--- src/rtl/rxw_pkg.sv ---
package rxw_pkg;
  localparam int unsigned LANES = 4;
  localparam int unsigned CNT_W = $clog2(LANES);
  typedef struct packed {
    logic [CNT_W-1:0]    cnt;
    logic [LANES*8-1:0]  data;
  } rxw_word_t;
endpackage

--- src/rtl/rxw_packer.sv ---
module rxw_packer
  import rxw_pkg::*;
(
  input  logic             clk,
  input  logic             rst_n,
  input  logic             flush,
  input  logic             byte_valid,
  input  logic [7:0]       byte_data,
  input  logic             byte_close,
  input  logic             close_req,
  output logic [CNT_W-1:0] pending,
  output logic             push,
  output rxw_word_t        push_word
);
  localparam logic [CNT_W-1:0] LAST = CNT_W'(LANES - 1);

  logic [LANES*8-1:0] acc_q, acc_n, merged;
  logic [CNT_W-1:0]   cnt_q, cnt_n;

  always_comb begin
    merged = acc_q;
    merged[{cnt_q, 3'b000} +: 8] = byte_data;
  end

  always_comb begin
    acc_n     = acc_q;
    cnt_n     = cnt_q;
    push      = 1'b0;
    push_word = '0;
    if (flush) begin
      acc_n = '0;
      cnt_n = '0;
    end else if (byte_valid) begin
      if (cnt_q == LAST || byte_close) begin
        push           = 1'b1;
        push_word.data = merged;
        push_word.cnt  = cnt_q + 1'b1;
        acc_n          = '0;
        cnt_n          = '0;
      end else begin
        acc_n = merged;
        cnt_n = cnt_q + 1'b1;
      end
    end else if (close_req && cnt_q != '0) begin
      push           = 1'b1;
      push_word.data = acc_q;
      push_word.cnt  = cnt_q;
      acc_n          = '0;
      cnt_n          = '0;
    end
  end

  always_ff @(posedge clk or negedge rst_n) begin
    if (!rst_n) begin
      acc_q <= '0;
      cnt_q <= '0;
    end else begin
      acc_q <= acc_n;
      cnt_q <= cnt_n;
    end
  end

  assign pending = cnt_q;
endmodule

--- src/rtl/rxw_gap_timer.sv ---
module rxw_gap_timer #(
  parameter int unsigned GAP_W = 16
) (
  input  logic             clk,
  input  logic             rst_n,
  input  logic             byte_valid,
  input  logic             armed,
  input  logic             bit_tick,
  input  logic [GAP_W-1:0] gap_limit,
  output logic             fire
);
  logic [GAP_W-1:0] cnt_q, cnt_n;

  assign fire = armed && !byte_valid && bit_tick && (gap_limit != '0) &&
                (cnt_q == gap_limit - 1'b1);

  always_comb begin
    cnt_n = cnt_q;
    if (byte_valid || !armed) cnt_n = '0;
    else if (fire)            cnt_n = '0;
    else if (bit_tick)        cnt_n = cnt_q + 1'b1;
  end

  always_ff @(posedge clk or negedge rst_n) begin
    if (!rst_n) cnt_q <= '0;
    else        cnt_q <= cnt_n;
  end
endmodule

--- src/rtl/rxw_fifo.sv ---
module rxw_fifo
  import rxw_pkg::*;
#(
  parameter int unsigned DEPTH_W = 16,
  localparam int unsigned PTR_W = $clog2(DEPTH_W),
  localparam int unsigned LVL_W = PTR_W + 1
) (
  input  logic             clk,
  input  logic             rst_n,
  input  logic             flush,
  input  logic             push,
  input  rxw_word_t        push_word,
  input  logic             pop,
  output rxw_word_t        head,
  output logic             empty,
  output logic [LVL_W-1:0] level,
  output logic             overflow
);
  rxw_word_t        mem [DEPTH_W];
  logic [PTR_W-1:0] wr_q, wr_n, rd_q, rd_n;
  logic [LVL_W-1:0] lvl_q, lvl_n;
  logic             ovf_q, ovf_n;
  logic             full, wr_en, rd_en;

  assign full  = (lvl_q == LVL_W'(DEPTH_W));
  assign empty = (lvl_q == '0);
  assign wr_en = push && !full && !flush;
  assign rd_en = pop && !empty && !flush;

  always_comb begin
    wr_n  = wr_q;
    rd_n  = rd_q;
    lvl_n = lvl_q;
    ovf_n = ovf_q;
    if (flush) begin
      wr_n  = '0;
      rd_n  = '0;
      lvl_n = '0;
      ovf_n = 1'b0;
    end else begin
      if (wr_en) wr_n = (wr_q == PTR_W'(DEPTH_W - 1)) ? '0 : wr_q + 1'b1;
      if (rd_en) rd_n = (rd_q == PTR_W'(DEPTH_W - 1)) ? '0 : rd_q + 1'b1;
      lvl_n = lvl_q + LVL_W'(wr_en) - LVL_W'(rd_en);
      if (push && full) ovf_n = 1'b1;
    end
  end

  always_ff @(posedge clk or negedge rst_n) begin
    if (!rst_n) begin
      wr_q  <= '0;
      rd_q  <= '0;
      lvl_q <= '0;
      ovf_q <= 1'b0;
    end else begin
      wr_q  <= wr_n;
      rd_q  <= rd_n;
      lvl_q <= lvl_n;
      ovf_q <= ovf_n;
    end
  end

  always_ff @(posedge clk) begin
    if (wr_en) mem[wr_q] <= push_word;
  end

  assign head     = mem[rd_q];
  assign level    = lvl_q;
  assign overflow = ovf_q;
endmodule

--- src/rtl/rx_pack_wrap.sv ---
module rx_pack_wrap
  import rxw_pkg::*;
#(
  parameter int unsigned DEPTH_W = 16,
  parameter int unsigned GAP_W   = 16,
  localparam int unsigned LVL_W  = $clog2(DEPTH_W) + 1
) (
  input  logic             clk,
  input  logic             rst_n,
  input  logic             byte_valid,
  input  logic [7:0]       byte_data,
  input  logic             byte_err,
  input  logic             match_en,
  input  logic [7:0]       match_char,
  input  logic             bit_tick,
  input  logic [GAP_W-1:0] gap_limit,
  input  logic             sw_close_set,
  input  logic             flush,
  input  logic             rts_mode,
  input  logic             uart_rts_n,
  input  logic             pop,
  output logic             sw_close,
  output logic [1:0]       pending,
  output logic [31:0]      pop_word,
  output logic [1:0]       pop_cnt,
  output logic             fifo_empty,
  output logic [LVL_W-1:0] fifo_level,
  output logic             overflow,
  output logic             rts_n
);
  localparam logic [LVL_W-1:0] HALF = LVL_W'(DEPTH_W / 2);

  logic      close_q, close_n;
  logic      match_hit, byte_close, sw_fire, gap_fire, close_req;
  logic      push;
  rxw_word_t push_word, head;

  assign match_hit  = match_en && (byte_data == match_char);
  assign byte_close = byte_err || match_hit;
  assign sw_fire    = close_q && !byte_valid;
  assign close_req  = gap_fire || sw_fire;

  always_comb begin
    close_n = close_q;
    if (sw_close_set) close_n = 1'b1;
    else if (sw_fire) close_n = 1'b0;
  end

  always_ff @(posedge clk or negedge rst_n) begin
    if (!rst_n) close_q <= 1'b0;
    else        close_q <= close_n;
  end

  rxw_packer u_pack (
    .clk        (clk),
    .rst_n      (rst_n),
    .flush      (flush),
    .byte_valid (byte_valid),
    .byte_data  (byte_data),
    .byte_close (byte_close),
    .close_req  (close_req),
    .pending    (pending),
    .push       (push),
    .push_word  (push_word)
  );

  rxw_gap_timer #(.GAP_W(GAP_W)) u_gap (
    .clk        (clk),
    .rst_n      (rst_n),
    .byte_valid (byte_valid),
    .armed      (pending != 2'd0),
    .bit_tick   (bit_tick),
    .gap_limit  (gap_limit),
    .fire       (gap_fire)
  );

  rxw_fifo #(.DEPTH_W(DEPTH_W)) u_fifo (
    .clk       (clk),
    .rst_n     (rst_n),
    .flush     (flush),
    .push      (push),
    .push_word (push_word),
    .pop       (pop),
    .head      (head),
    .empty     (fifo_empty),
    .level     (fifo_level),
    .overflow  (overflow)
  );

  assign pop_word = head.data;
  assign pop_cnt  = head.cnt;
  assign sw_close = close_q;
  assign rts_n    = rts_mode ? (fifo_level >= HALF) : uart_rts_n;
endmodule

--- config.mk ---
export PLATFORM = sky130hd
export DESIGN_NAME = rx_pack_wrap
export DESIGN_NICKNAME = d
export VERILOG_FILES = /design/src/rtl/rxw_pkg.sv /design/src/rtl/rxw_packer.sv /design/src/rtl/rxw_gap_timer.sv /design/src/rtl/rxw_fifo.sv /design/src/rtl/rx_pack_wrap.sv
export SDC_FILE = /design/constraint.sdc
export NUM_CORES = 1
export LEC_CHECK = 0
export ABC_AREA = 1
export BUFFER_PORTS_ARGS = -buffer_cell sky130_fd_sc_hd__buf_4
export CORE_MARGIN = 2
export CORE_UTILIZATION = 45
export CTS_BUF_LIST = sky130_fd_sc_hd__clkbuf_8
export DETAILED_ROUTE_END_ITERATION = 12
export PLACE_DENSITY = 0.72
export REMOVE_ABC_BUFFERS = 1
export SLEW_MARGIN = 5
export SYNTH_ARGS = -nofsm -noshare
export SYNTH_HDL_FRONTEND = slang
export SYNTH_SLANG_ARGS = --single-unit
--- constraint.sdc ---
create_clock -name clk -period 4.7 [get_ports clk]
set_input_delay 0.47 -clock clk [delete_from_list [all_inputs] [get_ports clk]]
set_output_delay 0.47 -clock clk [all_outputs]
set_load 0.01 [all_outputs]
==> key figures <==
Final layout
  – Final Cell Area: 29,490 µm²
  – Reg area: 17,970 µm²
  – Final Non-Filler Cells: 3,201
  – Final Net Count: 2,418
  – Multi-input logic area: 7081 µm²
  – Most frequent cells in the layout: edfxtp_1 (544), nand2_1 (406), o21ai_0 (249), nor2_1 (200), buf_4 (135)
  – Fill count: 4,830
  – Fin util: 51.40%
  – Most common cell after layout, fill and taps aside: edfxtp_1
  – Fraction of layout cells with a size suffix above 1: 13.11%
  – Layout area overhead: 13.63%

Clock network
  – CTS tree: yes
  – CTS Buf Count: 99
  – Clk slew on worst S/H paths: 0.06 ns
  – Max Buffers Root-to-Sink: 3
  – Sink Count: 609
  – Clock latency on the worst-skew pair: 0.70 ns
  – CTS root buf: clkbuf_8
  – # H-tree levels: 3

Setup path
  – Worst-path fanout max: 19
  – Reg2reg path depth: 26
  – Req. time, crit path: 5.28 ns
  – Startpoint Class: register
  – CP Capture Type: register
  – Crit path kind: reg2reg
  – Critical path arrival: 4.71 ns

Route
  – WL final: 68,770 µm
  – Iteration count of the initial detailed-routing pass: 6
  – DRT iter0 DRCs: 2,277
  – Wire per inst: 21.48 µm
  – Via density: 5.739
  – Routed Antenna Nets: 0
  – # DRC: 0
  – Routed vias: 18,369

Timing
  – Hold Vio Cnt, Final: 0
  – Min Hold Slack: 0.1411 ns
  – Fin crit share: 87.85%
  – Worst slew margin: 10.03%
  – Final min period: 4.129 ns
  – # setup viols final: 0
  – Setup_tns: 0 ns
  – Fin. max-slew vios: 0
  – Fin Clk Skew: 0.03511 ns
  – Least-Margin Pin Slew: 1.350 ns
  – Achievable Freq: 0.2422 GHz
  – Unrepaired setup endpoints after global routing: no

Synth
  – Sequential share of the synthesized area: 69.22%
  – Avg Inst Size Synth: 11.58 µm²
  – Seq cells post-synth: 609
  – Post-synth cell types: 46
  – Synth top area cells: edfxtp_1 (63%), dfrtp_1 (6.3%), nand2_1 (5.9%), o21ai_0 (4.8%), nor2_1 (3.0%)
  – Post-synth top area share: 62.95%
  – Synth Warn #: 0
  – Area leader, netlist: edfxtp_1
  – Mapped Area: 25,950 µm²
  – Mapped Cells: 2,241

Placement
  – Port buffer count: 87
  – Dpl cell area: 27,590 µm²
  – DP Cell Count: 3,013
  – Final GP Congestion: 0.8860
  – DP HPWL: 37,210 µm

Floorplan
  – Core area: 57,370 µm²
  – DIE AREA: 59,600 µm²
  – IO Count: 88
  – Std cell rows: 88
  – Initial core utilization: 45.24%
  – Die height: 244.1 µm
  – Chip width: 244.1 µm

GRT
  – Largest net degree at the start of global routing: 246
  – Gr ovfl total: 0
  – All-Layer GR Usage: 22.70%
  – Initial antenna violation count: 3
  – Vias in the first global route: 17,916
  – First-pass GRT wire length: 103,700 µm

Run status
  – Status: completed

Power and ir drop
  – Pwr Density: 434.4 nW/µm²
  – Peak supply drop: 0.0002796 V
  – LEAKAGE: 10.95 nW

Flow run
  – Max_cap viols: 0

Hold path
  – WHS Path Cells: 4
  – Min-Delay Path Class: in2reg
[stage by stage]
stage | worst slack (ns) | power (mW)
finish | 0.5708 | 12.81
global route | 0.1403 | 13.35
CTS | 0.3376 | 12.85
detailed placement | 0.3548 | 8.553
global placement | 0.4107 | 8.485
floorplan | -6.683 | 7.601
[flip-flops by register name (all words and copies together) (netlist names)]
| signal | count |
|---|---|
| u_pack.acc_q | 32 |
| u_fifo.level | 5 |
| u_fifo.rd_q | 4 |
| u_fifo.mem | 544 |
| sw_close | 1 |
| u_fifo.wr_q | 4 |
| u_pack.pending | 2 |
| u_fifo.overflow | 1 |
| u_gap.cnt_q | 16 |
[report_power, final]
| part | switching, mW | leakage, nW | internal (mW) |
|---|---|---|---|
| logic | 1.62 | 3.58 | 0.788 |
| clock network | 2.08 | 1.04 | 2.26 |
| registers | 0.112 | 6.33 | 5.95 |
| total | 3.81 | 10.9 | 9.00 |
[cells in the mapped netlist (all sizes together)]
cell type	n
o21ai	253
a211oi	1
o22ai	68
nor3b	1
a31oi	1
o31ai	1
ha	21
dfrtp	65
a22o	1
nor2	229
xnor2	14
edfxtp	544
a21o	1
a221oi	37
o221ai	31
clkbuf	122
clkinv	3
and2	1
xor2	20
fa	1
or3	1
or2	1
nand2	412
o2111ai	1
inv	120
nand3b	3
nand3	108
nand4	41
nor3	23
o32ai	4
buf	10
a21oi	98
nor4	2
and3	2
[path summary, 6_finish.rpt]
| kind | startpoint | endpoint | slack (ns) |
|---|---|---|---|
| max reg2reg | u_pack.pending[0] | u_fifo.level[4] | 0.57 |
| min reg2reg | sw_close | sw_close | 0.54 |
| max | u_pack.pending[0] | u_fifo.level[4] | 0.57 |
| min in group asynchronous | rst_n | u_fifo.level[3] | 0.42 |
| max in group asynchronous | rst_n | u_fifo.rd_q[0] | 3.59 |
| min | byte_err | u_pack.pending[0] | 0.14 |
[metal layers]
layer | track usage (%) | wire length [µm] | vias to the layer above
li1 | - | - | 8302
met1 | 31.26 | 27830 | 8952
met2 | 34.97 | 31490 | 976
met3 | 5.180 | 7196 | 137
met4 | 9.236 | 2242 | 2
met5 | 0 | 13 | -
[cells by family after synthesis]
family,after synthesis,share of synthesized area [%]
and+or+nand+nor,824,13.75
DFF,609,69.22
AOI/OAI and AO/OA,497,11.02
buffers and inverters,255,3.780
xor gates and xnor gates,34,1.148
adders and majority gates,22,1.090
[worst max-delay path, stage by stage (launching register included)]
cell and delay, ns:
dfrtp_1 0.34, clkinv_1 0.31, ha_1 0.45, nor2_4 0.15
nand2_1 0.08, clkinv_2 0.09, nand2_1 0.06, nor2_1 0.08
nand2_1 0.07, nor2_1 0.09, nand2_1 0.06, nor2_2 0.11
nand3_2 0.16, nand3_2 0.13, nand2_4 0.18, nor2_8 0.22
nand2_8 0.20, inv_2 0.11, ha_1 0.14, inv_1 0.06
fa_1 0.39, inv_1 0.10, a21oi_1 0.07, nor2_1 0.08
nor2_1 0.05, o21ai_0 0.13, a21oi_1 0.06
[repair_timing]
item | CTS | global route
endpoints found under the hold margin | 66 | 0
setup buffers | 0 | 2
endpoints found under the setup margin | 0 | 1
gates resized for setup | 0 | 1
hold buffers | 2 | 0
[cell type report]
| cell class | count | area share, % |
|---|---|---|
| Multi-Input combinational cell | 1377 | 24.01 |
| Timing Repair Buffer | 143 | 3.912 |
| Antenna cell | 2 | 0.01697 |
| Clock inverter | 78 | 1.426 |
| Sequential cell | 609 | 60.94 |
| Clock buffer | 104 | 4.854 |
| Tap cell | 765 | 3.246 |
| Inverter | 123 | 1.587 |
Power figures use the tool's default switching activity.
